## config.mk

```make
export PLATFORM = sky130hd
export DESIGN_NAME = sched_bus_arbiter
export DESIGN_NICKNAME = d
export VERILOG_FILES = /design/src/rtl/sba_pkg.sv /design/src/rtl/sba_sched_rom.sv /design/src/rtl/sba_flag_latch.sv /design/src/rtl/sba_onehot_dec.sv /design/src/rtl/sched_bus_arbiter.sv
export SDC_FILE = /design/constraint.sdc
export NUM_CORES = 1
export LEC_CHECK = 0
export BUFFER_PORTS_ARGS = -buffer_cell sky130_fd_sc_hd__clkbuf_2
export CELL_PAD_IN_SITES_DETAIL_PLACEMENT = 0
export CELL_PAD_IN_SITES_GLOBAL_PLACEMENT = 1
export CORE_MARGIN = 1.5
export CORE_UTILIZATION = 31
export DETAILED_ROUTE_END_ITERATION = 6
export GPL_TIMING_DRIVEN = 0
export PLACE_DENSITY = 0.85
export SYNTH_ARGS = -nofsm -noshare
export SYNTH_HDL_FRONTEND = slang
export SYNTH_SLANG_ARGS = --single-unit
```

## constraint.sdc

```tcl
create_clock -name clk -period 2.2 [get_ports clk]
set_input_delay 0.44 -clock clk [delete_from_list [all_inputs] [get_ports clk]]
set_output_delay 0.44 -clock clk [all_outputs]
set_load 0.01 [all_outputs]
```

## src/rtl/sba_pkg.sv

```systemverilog
package sba_pkg;
   localparam int PE_CNT      = 4;
   localparam int PE_IDX_W    = 2;
   localparam int LAST_STEP   = 10;
   localparam int BRANCH_STEP = 6;
   localparam int HEAD_PE     = 1;

   typedef enum logic [1:0] {CAP_NONE, CAP_HEAD, CAP_BRANCH} cap_e;

   typedef struct packed {
      logic [PE_IDX_W-1:0] src;
      logic [PE_IDX_W-1:0] dst;
      cap_e                cap;
   } xfer_t;

   function automatic xfer_t mk(int s, int d, cap_e c);
      xfer_t x;
      x.src = PE_IDX_W'(s);
      x.dst = PE_IDX_W'(d);
      x.cap = c;
      return x;
   endfunction

   // PE index k is PE k+1
   function automatic xfer_t xfer_of(int step);
      case (step)
         1:       return mk(1, 0, CAP_NONE);
         2:       return mk(1, 2, CAP_NONE);
         3:       return mk(0, 1, CAP_BRANCH);
         4:       return mk(2, 1, CAP_NONE);
         5:       return mk(1, 3, CAP_NONE);
         6:       return mk(0, 3, CAP_NONE);
         7:       return mk(1, 3, CAP_NONE);
         8:       return mk(3, 1, CAP_NONE);
         9:       return mk(1, 0, CAP_NONE);
         10:      return mk(1, 2, CAP_NONE);
         default: return mk(HEAD_PE, 0, CAP_HEAD);
      endcase
   endfunction
endpackage

```

## src/rtl/sba_sched_rom.sv

```systemverilog
module sba_sched_rom
   import sba_pkg::*;
#(
   parameter int STEP_W = 4
)(
   input  logic [STEP_W-1:0]   step,
   output logic [PE_IDX_W-1:0] src_idx,
   output logic [PE_IDX_W-1:0] dst_idx,
   output cap_e                cap
);
   localparam int DEPTH = 2**STEP_W;

   xfer_t tbl [DEPTH];

   for (genvar i = 0; i < DEPTH; i++) begin : g_tbl
      assign tbl[i] = xfer_of(i);
   end

   xfer_t cur;
   assign cur     = tbl[step];
   assign src_idx = cur.src;
   assign dst_idx = cur.dst;
   assign cap     = cur.cap;
endmodule

```

## src/rtl/sba_flag_latch.sv

```systemverilog
module sba_flag_latch (
   input  logic clk,
   input  logic rst,
   input  logic cap_head,
   input  logic cap_branch,
   input  logic flag_in,
   output logic head_q,
   output logic branch_q
);
   always_ff @(posedge clk) begin
      if (rst) begin
         head_q   <= 1'b0;
         branch_q <= 1'b0;
      end else begin
         if (cap_head)   head_q   <= flag_in;
         if (cap_branch) branch_q <= flag_in;
      end
   end
endmodule

```

## src/rtl/sba_onehot_dec.sv

```systemverilog
module sba_onehot_dec #(
   parameter int N = 4,
   parameter int W = 2
)(
   input  logic         en,
   input  logic [W-1:0] idx,
   output logic [N-1:0] onehot
);
   for (genvar i = 0; i < N; i++) begin : g_bit
      assign onehot[i] = en && (idx == W'(i));
   end
endmodule

```

## src/rtl/sched_bus_arbiter.sv

```systemverilog
module sched_bus_arbiter
   import sba_pkg::*;
#(
   parameter int N_PE     = 4,
   parameter int DATA_W   = 8,
   parameter int FLAG_BIT = 0
)(
   input  logic              clk,
   input  logic              rst,
   input  logic [N_PE-1:0]   src_valid,
   input  logic [N_PE-1:0]   dst_ready,
   input  logic [DATA_W-1:0] snoop_data,
   output logic [N_PE-1:0]   src_grant,
   output logic [N_PE-1:0]   dst_grant,
   output logic              done
);
   localparam int STEP_W = $clog2(LAST_STEP + 1);
   localparam logic [STEP_W-1:0] S_IDLE   = '0;
   localparam logic [STEP_W-1:0] S_FIRST  = STEP_W'(1);
   localparam logic [STEP_W-1:0] S_LAST   = STEP_W'(LAST_STEP);
   localparam logic [STEP_W-1:0] S_BRANCH = STEP_W'(BRANCH_STEP);

   if (N_PE != PE_CNT) begin : g_bad_pe
      $error("schedule is built for a fixed PE count");
   end
   if (FLAG_BIT >= DATA_W) begin : g_bad_flag
      $error("flag bit outside data word");
   end

   logic [STEP_W-1:0]   state_q, state_d;
   logic                done_d;
   logic [PE_IDX_W-1:0] cur_src, cur_dst;
   cap_e                cur_cap;
   logic                head_q, branch_q;
   logic                is_idle, flag_bit, hs;

   sba_sched_rom #(.STEP_W(STEP_W)) u_rom (
      .step    (state_q),
      .src_idx (cur_src),
      .dst_idx (cur_dst),
      .cap     (cur_cap)
   );

   assign is_idle  = (state_q == S_IDLE);
   assign flag_bit = snoop_data[FLAG_BIT];
   assign hs = is_idle ? src_valid[cur_src]
                       : (head_q & src_valid[cur_src] & dst_ready[cur_dst]);

   sba_flag_latch u_flags (
      .clk        (clk),
      .rst        (rst),
      .cap_head   (hs && cur_cap == CAP_HEAD),
      .cap_branch (hs && cur_cap == CAP_BRANCH),
      .flag_in    (flag_bit),
      .head_q     (head_q),
      .branch_q   (branch_q)
   );

   always_comb begin
      state_d = state_q;
      done_d  = 1'b0;
      if (hs) begin
         if (is_idle) begin
            if (flag_bit) state_d = S_FIRST;
            else          done_d  = 1'b1;
         end else if (state_q == S_LAST) begin
            state_d = S_IDLE;
            done_d  = 1'b1;
         end else if (state_q == S_BRANCH && !branch_q) begin
            state_d = S_LAST;
         end else begin
            state_d = state_q + STEP_W'(1);
         end
      end
   end

   always_ff @(posedge clk) begin
      if (rst) begin
         state_q <= S_IDLE;
         done    <= 1'b0;
      end else begin
         state_q <= state_d;
         done    <= done_d;
      end
   end

   sba_onehot_dec #(.N(N_PE), .W(PE_IDX_W)) u_src_dec (
      .en (1'b1), .idx (cur_src), .onehot (src_grant)
   );
   sba_onehot_dec #(.N(N_PE), .W(PE_IDX_W)) u_dst_dec (
      .en (!is_idle), .idx (cur_dst), .onehot (dst_grant)
   );
endmodule

```

Word level (Yosys, flattened, before mapping). Memory sizes are Yosys's and may differ from the RTL's. Index checks and enable logic that the tools add are counted. Widths: inputs -> output; s select.

Flip-flop bits (word level): 7. Memory bits (read-only): 96. Input port bits: 18. Word-level logic and storage cells: 52. Memories kept: 1.

$add $sub $neg: 1. $lt $le $gt $ge: 3. Equality and inequality tests: 11. Mux-type cells: 14. Bitwise gates (word level): 4. Reductions and logical operators: 14.

Memories: (no name shown) (words 16, width 6, rd ports 1, clocked after Yosys merged registers in 0, wr ports 0, line sba_sched_rom.sv:20) `assign cur = tbl[step];`.

Operators by type and width (count): $mux 4 (4); $mux 6 (2); $eq 2x2->1 const B (5); $logic_and 1x1->1 (7); $eq 2x1->1 const B (3); $lt 2x3->1 const B (2); $mux 1 (6); $ge 5x5->1 const B (1); $not 4->5 (1); $add 4x1->4 const B (1); $bmux 1 s2 (2); $eq 4x3->1 const B (1); $eq 4x4->1 const B (1); $logic_not 2->1 (2); $logic_not 4->1 (1); $and 1x1->1 (2); $logic_not 1->1 (2); $ne 2x2->1 const B (1); $reduce_and 2->1 (1); $reduce_or 2->1 (1); $not 1->1 (1).

Longest topological paths before layout. Gate-level depths: netlist (run 1).

Depth after elaboration: 11. Depth in mapped cells: 9. Gate-level depth less buffers: 9.

Hierarchy. A second synthesis (run 1) with hierarchy kept.

Cell total of the unflattened synthesis: 83. Area total of the unflattened synthesis: 720.7 µm².

Modules (own cells, without submodules): sched_bus_arbiter (times used 1, cells an instance 56, area an instance 488.0 µm², sequential area each 100.1 µm²); sba_sched_rom (times used 1, cells an instance 13, area an instance 90.1 µm², sequential area each 0.0 µm²); sba_onehot_dec (times used 2, cells an instance 4, area an instance 37.5 µm², sequential area each 0.0 µm²); sba_flag_latch (times used 1, cells an instance 6, area an instance 67.6 µm², sequential area each 40.0 µm²).

Worst setup path before layout (run 1). Ideal clock, no wire load.

Path kind: register to register. From: register state_q[0]. To: register state_q[1]. Library setup time: 70 ps. Arrival: 2222 ps. Path slack: -92 ps. Cell stages (with the launch flop): 10. Path buffers: 1. Clock period less this slack: 2292 ps. Path through: dfxtp_1 inv_1 ha_1 nor2b_1 bufbuf_16 a21oi_1 mux4_2 nand2_2 or4b_1 a21oi_1.

Word-level cells in the longest chain between the ends: 10.

RTL lines: start, declared (line sched_bus_arbiter.sv:30) `logic [STEP_W-1:0] state_q, state_d;`; start signal, assigned (line sched_bus_arbiter.sv:82) `state_q <= state_d;`; $not 4->5 (not written as such) (line sba_sched_rom.sv:20); $mem_v2 16x6; $mux 6 (not written as such) (2 in series) (line sba_sched_rom.sv:20); $bmux 1 s2 (line sched_bus_arbiter.sv:46, sched_bus_arbiter.sv:47); $mux 1 (not written as such) (line sched_bus_arbiter.sv:46, sched_bus_arbiter.sv:47); $and 1x1->1 (2 in series) (line sched_bus_arbiter.sv:47) `: (head_q & src_valid[cur_src] & dst_ready[cur_dst]);`; $mux 1 (line sched_bus_arbiter.sv:46) `assign hs = is_idle ? src_valid[cur_src]`; $reduce_and 2->1 (no source line).

Parallel ways exist; a longest one is shown, timed or not. The select of a mux whose other input is x is not followed. A chain may end at the register's enable or synchronous reset.

Worst setup path after layout (run 1). Ends and elaborated chain as after synthesis.

==> reports/summary.md, run 1 <==
* area of combinational cells with multiple inputs: 678 µm²
* maximum fanout count along the critical path: 5
* routed via count: 883
* share of the cycle needed by the critical path after routing: 97.3%
* total net switching power: 262 µW
* number of antenna cells inserted: 0
* count of final setup violators: 0
* number of CTS-inserted buffers: 3
* pin count of the biggest net entering global routing: 11
* final core occ: 52.0%
* CTS tree: done
* CP delay by family, top: multiplexers
* commonest cells in the synthesized netlist: sky130_fd_sc_hd__nor2_1, sky130_fd_sc_hd__a21oi_1, sky130_fd_sc_hd__dfxtp_1
* Power Density: 559 nW/µm²
* Final Total Pwr: 662 µW
* Worst setup SP type: register
* post-placement cell area: 905 µm²
* number of global-route vias before repair: 732
* setup repair after global routing missed its margin: true
* top cell type's share of synthesized area: 18.2%
* leading post-synthesis cells by cell area: sky130_fd_sc_hd__dfxtp_1, sky130_fd_sc_hd__ha_1, sky130_fd_sc_hd__nor2_1
* via density per instance: 5.45
* FF+latch count, synth: 7
* buffer depth of the longest clock path: 2
* Final nets: 159
* Filler cells: 204
* wire length on met1: 926 µm
* Int Power: 400 µW
* count of flip-flops with a built-in enable after synthesis: 0
* static power due to leakage: 0.000488 µW
* share of flip-flops with an asynchronous set or reset: 0%
* R2R Setup Slk: 60 ps
* primary flip-flop cell chosen by synthesis mapping: sky130_fd_sc_hd__dfxtp_1
* path type of the worst min-delay path: in -> reg
* # Max-Cap Violations: 0
* post-detailed-routing wire length: 2320 µm
* relative area change from synthesis to final layout: 53.6%
* clock-pin transition on the worst setup and hold timing paths: 50 ps
* htree depth: 1
* sum of net half-perimeters after detailed placement: 1400 µm
* Starting Density: 33.9%
* met3 wire length: 143 µm
* highest metal layer used by the detailed router: met4
* sequential cell fraction of total power: 26.2%
* critical path class: reg -> reg
* worst path cell trace: buf_12 -> mux2i_2 -> o22ai_4 -> mux4_2 -> nand2_4 -> or4b_4 -> a21oi_2
* TritonRoute pass-1 iters: 4
* number of antenna-violating nets in the routed design: 0
* fraction of layout cells with a size suffix above 1: 50.7%
* cell count after synthesis: 98
* final instance area: 1180 µm²
* gr usage total: 16.9%
* Site Rows: 17
* initial DRC count: 29
* routability congestion estimate: 0.771
* final count of pins violating max slew: 0
* post-detailed-route DRC marker count: 0
* sequential cell area fraction in the yosys report: 18.2%
* Post-Syn Nets: 122
* area enclosed by the die boundary: 2790 µm²
* global-route congestion overflow total: 0
* Worst path slowest cell: sky130_fd_sc_hd__or4b_4
* required time of the critical path: 2390 ps
* post-synthesis cell area: 771 µm²
* count of buffers from port buffering: 19
* final worst path period need: 2140 ps
* clock root buffer: sky130_fd_sc_hd__clkbuf_4
* share of total power consumed by net switching: 39.6%
* total core area: 2280 µm²
* number of primary I/O pins: 27
* Sink Count: 7
* Peak supply drop: 319 µV
* worst max-slew margin expressed relative to the limit: 77.7%
* Final TNS setup: 0 ps
* result of the run: finished, final reports clean
* number of hold buffers added after cts: 0
* global-route wire length before repair: 3420 µm
* mean post-synth cell area: 7.86 µm²
* CP Capture Type: register
* Unique masters post-synth: 37
* power share of the clock group: 17.9%
* FMAX: 467 MHz
* insertion delay of the later-clocked pin in the worst-skew pair: 250 ps
* initial antenna violation count: 0
* Clock Skews: 0.904 ps
* Comb power frac: 55.9%
* cell type contributing the most total cell area after synthesis: sky130_fd_sc_hd__dfxtp_1
* worst path arrival time: 2330 ps
* number of warnings issued by yosys: 0
* total area of sequential cells: 153 µm²
* y dimension of the die: 52.9 µm
* slew at the pin closest to its max-slew limit: 333 ps
* Final Hold Fails: 0
* most repeated cell in the gate-level netlist after synthesis: sky130_fd_sc_hd__nor2_1
* width of the die: 52.9 µm
* delay of the slowest cell on the worst path: 530 ps
* Buf+Inv Stages, Crit Path: 1
* drt wl/cell: 14.3 µm
* met2 wire length: 1200 µm
## logic make-up after synthesis
kind of cell | share of synthesized area (%)
compound gates | 25.2
flops | 18.2
simple gates | 27.6
buf+inv | 10.9
mux | 7.30
fa+ha+maj | 9.74
xor+xnor | 1.14
## cell type report
cell class | count | share of cell area (%)
multi-input cells | 80 | 57.3
repair buffers | 33 | 18.6
flip-flops and latches | 7 | 12.9
plain buffers | 4 | 3.49
well taps | 28 | 2.96
inverters | 6 | 2.54
clock buffers | 4 | 2.22
## routing by layer
metal | global-route usage [%] | vias to the layer above
met5 | 0 | -
met4 | 2.56 | 0
met3 | 5.08 | 8
met2 | 28.3 | 44
met1 | 21.6 | 398
li1 | - | 433
## worst paths after layout
kind	start	endpoint	depth (start not counted)
worst max-delay path	state_q[0]$_SDFFE_PP0P_	state_q[1]$_SDFFE_PP0P_	7
worst min-delay path	snoop_data[0]	u_flags.head_q$_SDFFE_PP0P_	3
worst max register to register	state_q[0]$_SDFFE_PP0P_	state_q[1]$_SDFFE_PP0P_	7
worst min register to register	u_flags.branch_q$_SDFFE_PP0P_	u_flags.branch_q$_SDFFE_PP0P_	2
## layout by cell type, fill, tap and decap left out, types with 2 or more instances in the layout
master / synthesis / final
sky130_fd_sc_hd__nand2_1: 6 / 6
sky130_fd_sc_hd__mux2i_1: 2 / 2
sky130_fd_sc_hd__and2_1: 2 / 2
sky130_fd_sc_hd__o32ai_1: 2 / 2
sky130_fd_sc_hd__buf_4: 0 / 11
sky130_fd_sc_hd__o21ai_0: 4 / 4
sky130_fd_sc_hd__ha_4: 0 / 4
sky130_fd_sc_hd__clkbuf_2: 0 / 19
sky130_fd_sc_hd__nor3_1: 4 / 4
sky130_fd_sc_hd__dfxtp_1: 7 / 3
sky130_fd_sc_hd__nor2b_1: 3 / 2
sky130_fd_sc_hd__ha_1: 6 / 2
sky130_fd_sc_hd__a21oi_1: 8 / 5
sky130_fd_sc_hd__buf_6: 0 / 4
sky130_fd_sc_hd__a21oi_2: 1 / 3
sky130_fd_sc_hd__nor2_1: 12 / 11
sky130_fd_sc_hd__nand2_4: 0 / 2
sky130_fd_sc_hd__o211ai_1: 3 / 3
sky130_fd_sc_hd__nand2b_1: 3 / 2
sky130_fd_sc_hd__dfxtp_4: 0 / 3
sky130_fd_sc_hd__a211o_1: 2 / 2
sky130_fd_sc_hd__clkbuf_4: 0 / 3
sky130_fd_sc_hd__nand3_1: 2 / 2
sky130_fd_sc_hd__inv_1: 6 / 3
## what timing repair did
action	CTS	global route
buffers inserted	4	10
gates resized for setup	20	22
endpoints found under the setup margin	7	8
pin swaps	2	11
## through the flow
step / cells / hold slack (ps) / setup WS, ps
final: 162 / 472 / 60.3
after global routing: 162 / 479 / -33.3
after CTS: 153 / 468 / 3.23
after detailed placement: 145 / 471 / -253
after global placement: 145 / 465 / -221
after floorplan: 98 / 449 / 18.9
## worst min-delay path, stage by stage
cell and delay, ps:
sky130_fd_sc_hd__clkbuf_2 100, sky130_fd_sc_hd__nand2_1 70, sky130_fd_sc_hd__a31oi_1 60
## flip-flops by register name (all words and copies together) (netlist names)
name and flops:
state_q 4, done 1, u_flags.branch_q 1, u_flags.head_q 1
## power by group through the flow
stage | Combinational (µW) | Clock, µW | Sequential (µW)
after floorplan | 205 | 0 | 165
after global placement | 263 | 0 | 169
after detailed placement | 265 | 0 | 171
after CTS | 348 | 123 | 168
after global routing | 397 | 130 | 176
final | 370 | 118 | 174
No activity file was read; power rests on OpenSTA's default activity.
==> run 2, diff against run 1 <==
Settings changed: CORE_MARGIN 1.5 to 1, HOLD_SLACK_MARGIN set to 0.08.
==> run 2 against run 1 <==
Against the previous run: combinational power decreased by 6.5%; count of clock-buffer cells in the layout unchanged; via count grew 1.1%; critical endpoint unchanged.
==> reports/summary.md, run 2 (synthesized netlist as in run 1, its figures left out) <==
* result of the run: finished, final reports clean
* Critical Path Stages: 7
* final worst hold slack: 460 ps
* Buf+Inv Stages, Crit Path: 1
* htree depth: 1
* Reg with most FFs: state_q
* Worst path slowest cell: sky130_fd_sc_hd__or4b_1
* maximum fanout count along the critical path: 5
* Clock Skews: 10.9 ps
* worst max-slew margin expressed relative to the limit: 77.0%
* global-route wire length before repair: 3120 µm
* most common cell after layout, fill and taps aside: sky130_fd_sc_hd__clkbuf_2
* area enclosed by the die boundary: 2690 µm²
* count of final setup violators: 0
* number of CTS-inserted buffers: 3
* drt wl/cell: 13.2 µm
* sum of net half-perimeters after detailed placement: 1390 µm
* post-detailed-route DRC marker count: 0
* global-route congestion overflow total: 0
* commonest cells after routing, fill and taps aside: sky130_fd_sc_hd__clkbuf_2, sky130_fd_sc_hd__buf_4, sky130_fd_sc_hd__nor2_1
* final count of pins violating max slew: 0
* total net switching power: 255 µW
* critical path class: reg -> reg
* gr usage total: 15.7%
* initial DRC count: 23
* path type of the worst min-delay path: in -> reg
* flip-flop count of the largest register, all copies and words added: 4
* worst path cell trace: buf_12 -> mux2i_2 -> o22ai_4 -> mux4_2 -> nand2_4 -> or4b_1 -> a21oi_1
* power share of the clock group: 19.4%
* Int Power: 388 µW
* width of the die: 51.9 µm
* Peak supply drop: 344 µV
* Final Hold Fails: 0
* Power Density: 549 nW/µm²
* required time of the critical path: 2400 ps
* Starting Density: 33.9%
* static power due to leakage: 0.000497 µW
* Filler cells: 196
* post-detailed-routing wire length: 2160 µm
* slew at the pin closest to its max-slew limit: 345 ps
* clock root buffer: sky130_fd_sc_hd__clkbuf_4
* fraction of layout cells with a size suffix above 1: 47.8%
* routability congestion estimate: 0.770
* clock-pin transition on the worst setup and hold timing paths: 60 ps
* number of antenna cells inserted: 0
* Worst setup SP type: register
* setup repair after global routing missed its margin: true
* delay of the slowest cell on the worst path: 510 ps
* Final nets: 161
* worst path arrival time: 2330 ps
* CP delay by family, top: multiplexers
* TritonRoute pass-1 iters: 4
* Site Rows: 17
* share of the cycle needed by the critical path after routing: 96.9%
* FMAX: 469 MHz
* Comb power frac: 53.9%
* CP Capture Type: register
* final core occ: 51.4%
* number of primary I/O pins: 27
* cell depth of the worst hold path: 3
* share of total power consumed by net switching: 39.7%
* worst reg2reg path depth: 7
* CTS tree: done
* number of global-route vias before repair: 665
* total core area: 2280 µm²
* number of antenna-violating nets in the routed design: 0
* initial antenna violation count: 0
* y dimension of the die: 51.9 µm
* via density per instance: 5.45
* insertion delay of the later-clocked pin in the worst-skew pair: 270 ps
* pin count of the biggest net entering global routing: 11
* count of buffers from port buffering: 19
* number of hold buffers added after cts: 0
* routed via count: 893
* Sink Count: 7
* buffer depth of the longest clock path: 2
* Final Total Pwr: 643 µW
* final worst path period need: 2130 ps
* # Max-Cap Violations: 0
* sequential cell fraction of total power: 26.7%
* relative area change from synthesis to final layout: 51.8%
-- run 2: area by class of cell --
class	count	area [µm²]	share of cell area, %
Multi-Input combinational cell	80	656	56.0
Timing Repair Buffer	35	231	19.8
Sequential cell	7	153	13.0
Buffer	4	41.3	3.53
Tap cell	28	35.0	2.99
Inverter	6	27.5	2.35
Clock buffer	4	26.3	2.25
-- run 2: final timing paths --
path | endpoint | slack, ps | from
setup / recovery | state_q[1]$_SDFFE_PP0P_ | 70 | state_q[0]$_SDFFE_PP0P_
hold reg to reg | u_flags.branch_q$_SDFFE_PP0P_ | 490 | u_flags.branch_q$_SDFFE_PP0P_
setup reg to reg | state_q[1]$_SDFFE_PP0P_ | 70 | state_q[0]$_SDFFE_PP0P_
hold / removal | u_flags.head_q$_SDFFE_PP0P_ | 460 | snoop_data[0]
-- run 2: layer usage --
| layer | vias to the layer above | wire [µm] | global-route usage [%] |
|---|---|---|---|
| met2 | 24 | 1140 | 26.1 |
| met3 | 2 | 84 | 1.75 |
| met5 | - | 0 | 0 |
| met4 | 0 | 34 | 8.11 |
| met1 | 431 | 897 | 19.6 |
| li1 | 436 | - | - |
-- run 2: through the flow --
stage / instance area [µm²] / std cells / TNS, ps / worst slack (ps)
2_1_floorplan: 774 / 98 / 0 / 18.9
3_3_place_gp: 905 / 145 / -919 / -218
3_5_place_dp: 905 / 145 / -1040 / -245
4_1_cts: 1050 / 155 / 0 / 2.51
5_1_grt: 1170 / 164 / -70.3 / -29.6
6_report: 1170 / 164 / 0 / 67.5
-- run 2: power by group through the flow --
| stage | clock (µW) | sequential, µW | combinational [µW] |
|---|---|---|---|
| final | 124 | 172 | 346 |
| after global routing | 131 | 173 | 381 |
| after CTS | 126 | 168 | 349 |
| after detailed placement | 0 | 170 | 265 |
| after global placement | 0 | 169 | 263 |
| after floorplan | 0 | 165 | 205 |
-- run 2: repair_timing --
item,4_1_cts,5_1_grt
setup endpoints to repair,7,8
gates resized for setup,18,17
setup buffers,6,10
endpoints found under the hold margin,0,0
pin swaps,4,11
-- run 2: worst reg2reg max path: cells and delay by family, from the launching register on --
kind	cells	cell delay [ps]
flops	1	380
compound gates	2	240
simple gates	2	590
buf+inv	1	120
mux	2	730
==> run 3, diff against run 2 <==
Settings changed: CORE_UTILIZATION 31 to 33, CTS_BUF_LIST set to sky130_fd_sc_hd__clkbuf_8, PLACE_DENSITY 0.85 to 0.89.
==> run 3 against run 2 <==
Against the previous run: clock skew is 8.3 ps lower; global-route usage rose by 4.0 points; final area is 5.8% higher; largest cell class unchanged; sequential power down 3%; flip-flop and latch count unchanged; non-clock buffer count shrank 3; die area down 5.8%; highest routed layer unchanged; via count down 1.7%; core utilization rose by 4.5 points.
==> reports/summary.md, run 3 (synthesized netlist as in run 1, its figures left out) <==
* FMAX: 469 MHz
* Worst path slowest cell: sky130_fd_sc_hd__dfxtp_4
* worst path cell trace: buf_6 -> inv_1 -> ha_4 -> nor2_4 -> a21oi_2 -> mux4_2 -> nand2_4 -> buf_4 -> o31ai_1 -> a21oi_2
* y dimension of the die: 50.3 µm
* sum of net half-perimeters after detailed placement: 1460 µm
* width of the die: 50.3 µm
* Worst setup SP type: register
* Clock Skews: 2.53 ps
* global-route wire length before repair: 3680 µm
* RR Startpoint: state_q[2]$_SDFFE_PP0P_
* pin count of the biggest net entering global routing: 11
* CTS tree: done
* area enclosed by the die boundary: 2530 µm²
* drt wl/cell: 15.0 µm
* maximum fanout count along the critical path: 10
* worst max-slew margin expressed relative to the limit: 77.9%
* htree depth: 1
* initial antenna violation count: 0
* most common cell after layout, fill and taps aside: sky130_fd_sc_hd__clkbuf_2
* number of instances in the placed design: 145
* TritonRoute pass-1 iters: 4
* Sink Count: 7
* most frequent cell on the critical path: sky130_fd_sc_hd__a21oi_2
* post-detailed-route DRC marker count: 0
* count of final setup violators: 0
* Final Hold Fails: 0
* post-detailed-routing wire length: 2410 µm
* clock root buffer: sky130_fd_sc_hd__clkbuf_8
* number of global-route vias before repair: 807
* result of the run: finished, final reports clean
* non-filler instance count after layout: 161
* via density per instance: 5.45
* post-placement cell area: 905 µm²
* commonest cells after routing, fill and taps aside: sky130_fd_sc_hd__clkbuf_2, sky130_fd_sc_hd__nor2_1, sky130_fd_sc_hd__buf_4
* number of primary I/O pins: 27
* slew at the pin closest to its max-slew limit: 328 ps
* reg-to-reg critical path endpoint: u_flags.branch_q$_SDFFE_PP0P_
* R2R Setup Slk: 70 ps
* path type of the worst min-delay path: in -> reg
* number of hold buffers added after cts: 0
* fraction of layout cells with a size suffix above 1: 54.9%
* Crit. Startpoint: state_q[2]$_SDFFE_PP0P_
* cell depth of the worst hold path: 3
* end point of the critical path: u_flags.branch_q$_SDFFE_PP0P_
* Starting Density: 34.8%
* Site Rows: 17
* static power due to leakage: 0.000503 µW
* required time of the critical path: 2310 ps
* share of the cycle needed by the critical path after routing: 96.9%
* clock-pin transition on the worst setup and hold timing paths: 40 ps
* final core occ: 55.9%
* routed via count: 878
* final worst hold slack: 485 ps
* insertion delay of the later-clocked pin in the worst-skew pair: 240 ps
* flip-flop count of the largest register, all copies and words added: 4
* gr usage total: 19.6%
* number of antenna-violating nets in the routed design: 0
* Reg with most FFs: state_q
* initial DRC count: 15
* # Max-Cap Violations: 0
* number of antenna cells inserted: 0
* final count of pins violating max slew: 0
* total core area: 2210 µm²
* critical path class: reg -> reg
* delay of the slowest cell on the worst path: 400 ps
* Peak supply drop: 418 µV
* CP Capture Type: register
* worst path arrival time: 2250 ps
* buffer depth of the longest clock path: 2
* Power Density: 567 nW/µm²
* relative area change from synthesis to final layout: 60.6%
* final worst path period need: 2130 ps
* routability congestion estimate: 0.796
* global-route congestion overflow total: 0
* number of CTS-inserted buffers: 3
* final instance area: 1240 µm²
* worst reg2reg path depth: 10
* Final nets: 158
* count of buffers from port buffering: 19
run 3: metal layers:
metal  global-route usage, %  part of all wire, %  vias up
met3                    6.36                  5.0        7
met5                       0                    0        -
li1                        -                    -      426
met2                    32.2                   52       34
met4                    8.80                  1.7        0
met1                    23.1                   42      411
run 3: layout make-up:
type                            instances  area, µm²
Tap cell                               28       35.0
Buffer                                  4       41.3
Clock buffer                            3       41.3
Multi-Input combinational cell         80        724
Inverter                                6       27.5
Fill cell                             205        975
Timing Repair Buffer                   32        211
Clock inverter                          1       3.75
Sequential cell                         7        153
run 3: through the flow:
stage               setup slack [ps]  setup TNS (ps)  total power (µW)
global placement                -209            -869               430
global route                   -17.4           -46.8               743
detailed placement              -241           -1040               437
finish                          67.1               0               701
CTS                             1.64               0               695
floorplan                       18.9               0               370
run 3: where the power goes:
group | total, µW | internal, µW | switching (µW)
combinational | 346 | 162 | 184
clock | 188 | 122 | 66.7
sequential | 167 | 145 | 21.5
total | 701 | 429 | 272
run 3: worst min path at each step:
stage / endpoint / slack, ps / start
4_1_cts: u_flags.branch_q$_SDFFE_PP0P_ / 490 / u_flags.branch_q$_SDFFE_PP0P_
3_3_place_gp: u_flags.branch_q$_SDFFE_PP0P_ / 470 / u_flags.branch_q$_SDFFE_PP0P_
3_5_place_dp: u_flags.branch_q$_SDFFE_PP0P_ / 480 / u_flags.branch_q$_SDFFE_PP0P_
2_1_floorplan: u_flags.branch_q$_SDFFE_PP0P_ / 450 / u_flags.branch_q$_SDFFE_PP0P_
6_report: u_flags.head_q$_SDFFE_PP0P_ / 490 / snoop_data[0]
5_1_grt: u_flags.head_q$_SDFFE_PP0P_ / 520 / snoop_data[0]
run 3: timing repair:
item / 4_1_cts / 5_1_grt
cloned: 0 / 0
buffers inserted: 7 / 6
pin swaps: 6 / 13
endpoints found under the setup margin: 7 / 7
resized for setup: 22 / 30
run 3: worst max-delay path: cells and delay by family (launching register included):
family | cells | cell delay, ps
simple gates | 2 | 200
fa+ha+maj | 1 | 200
compound gates | 3 | 480
flops | 1 | 400
mux | 1 | 310
buf+inv | 3 | 410
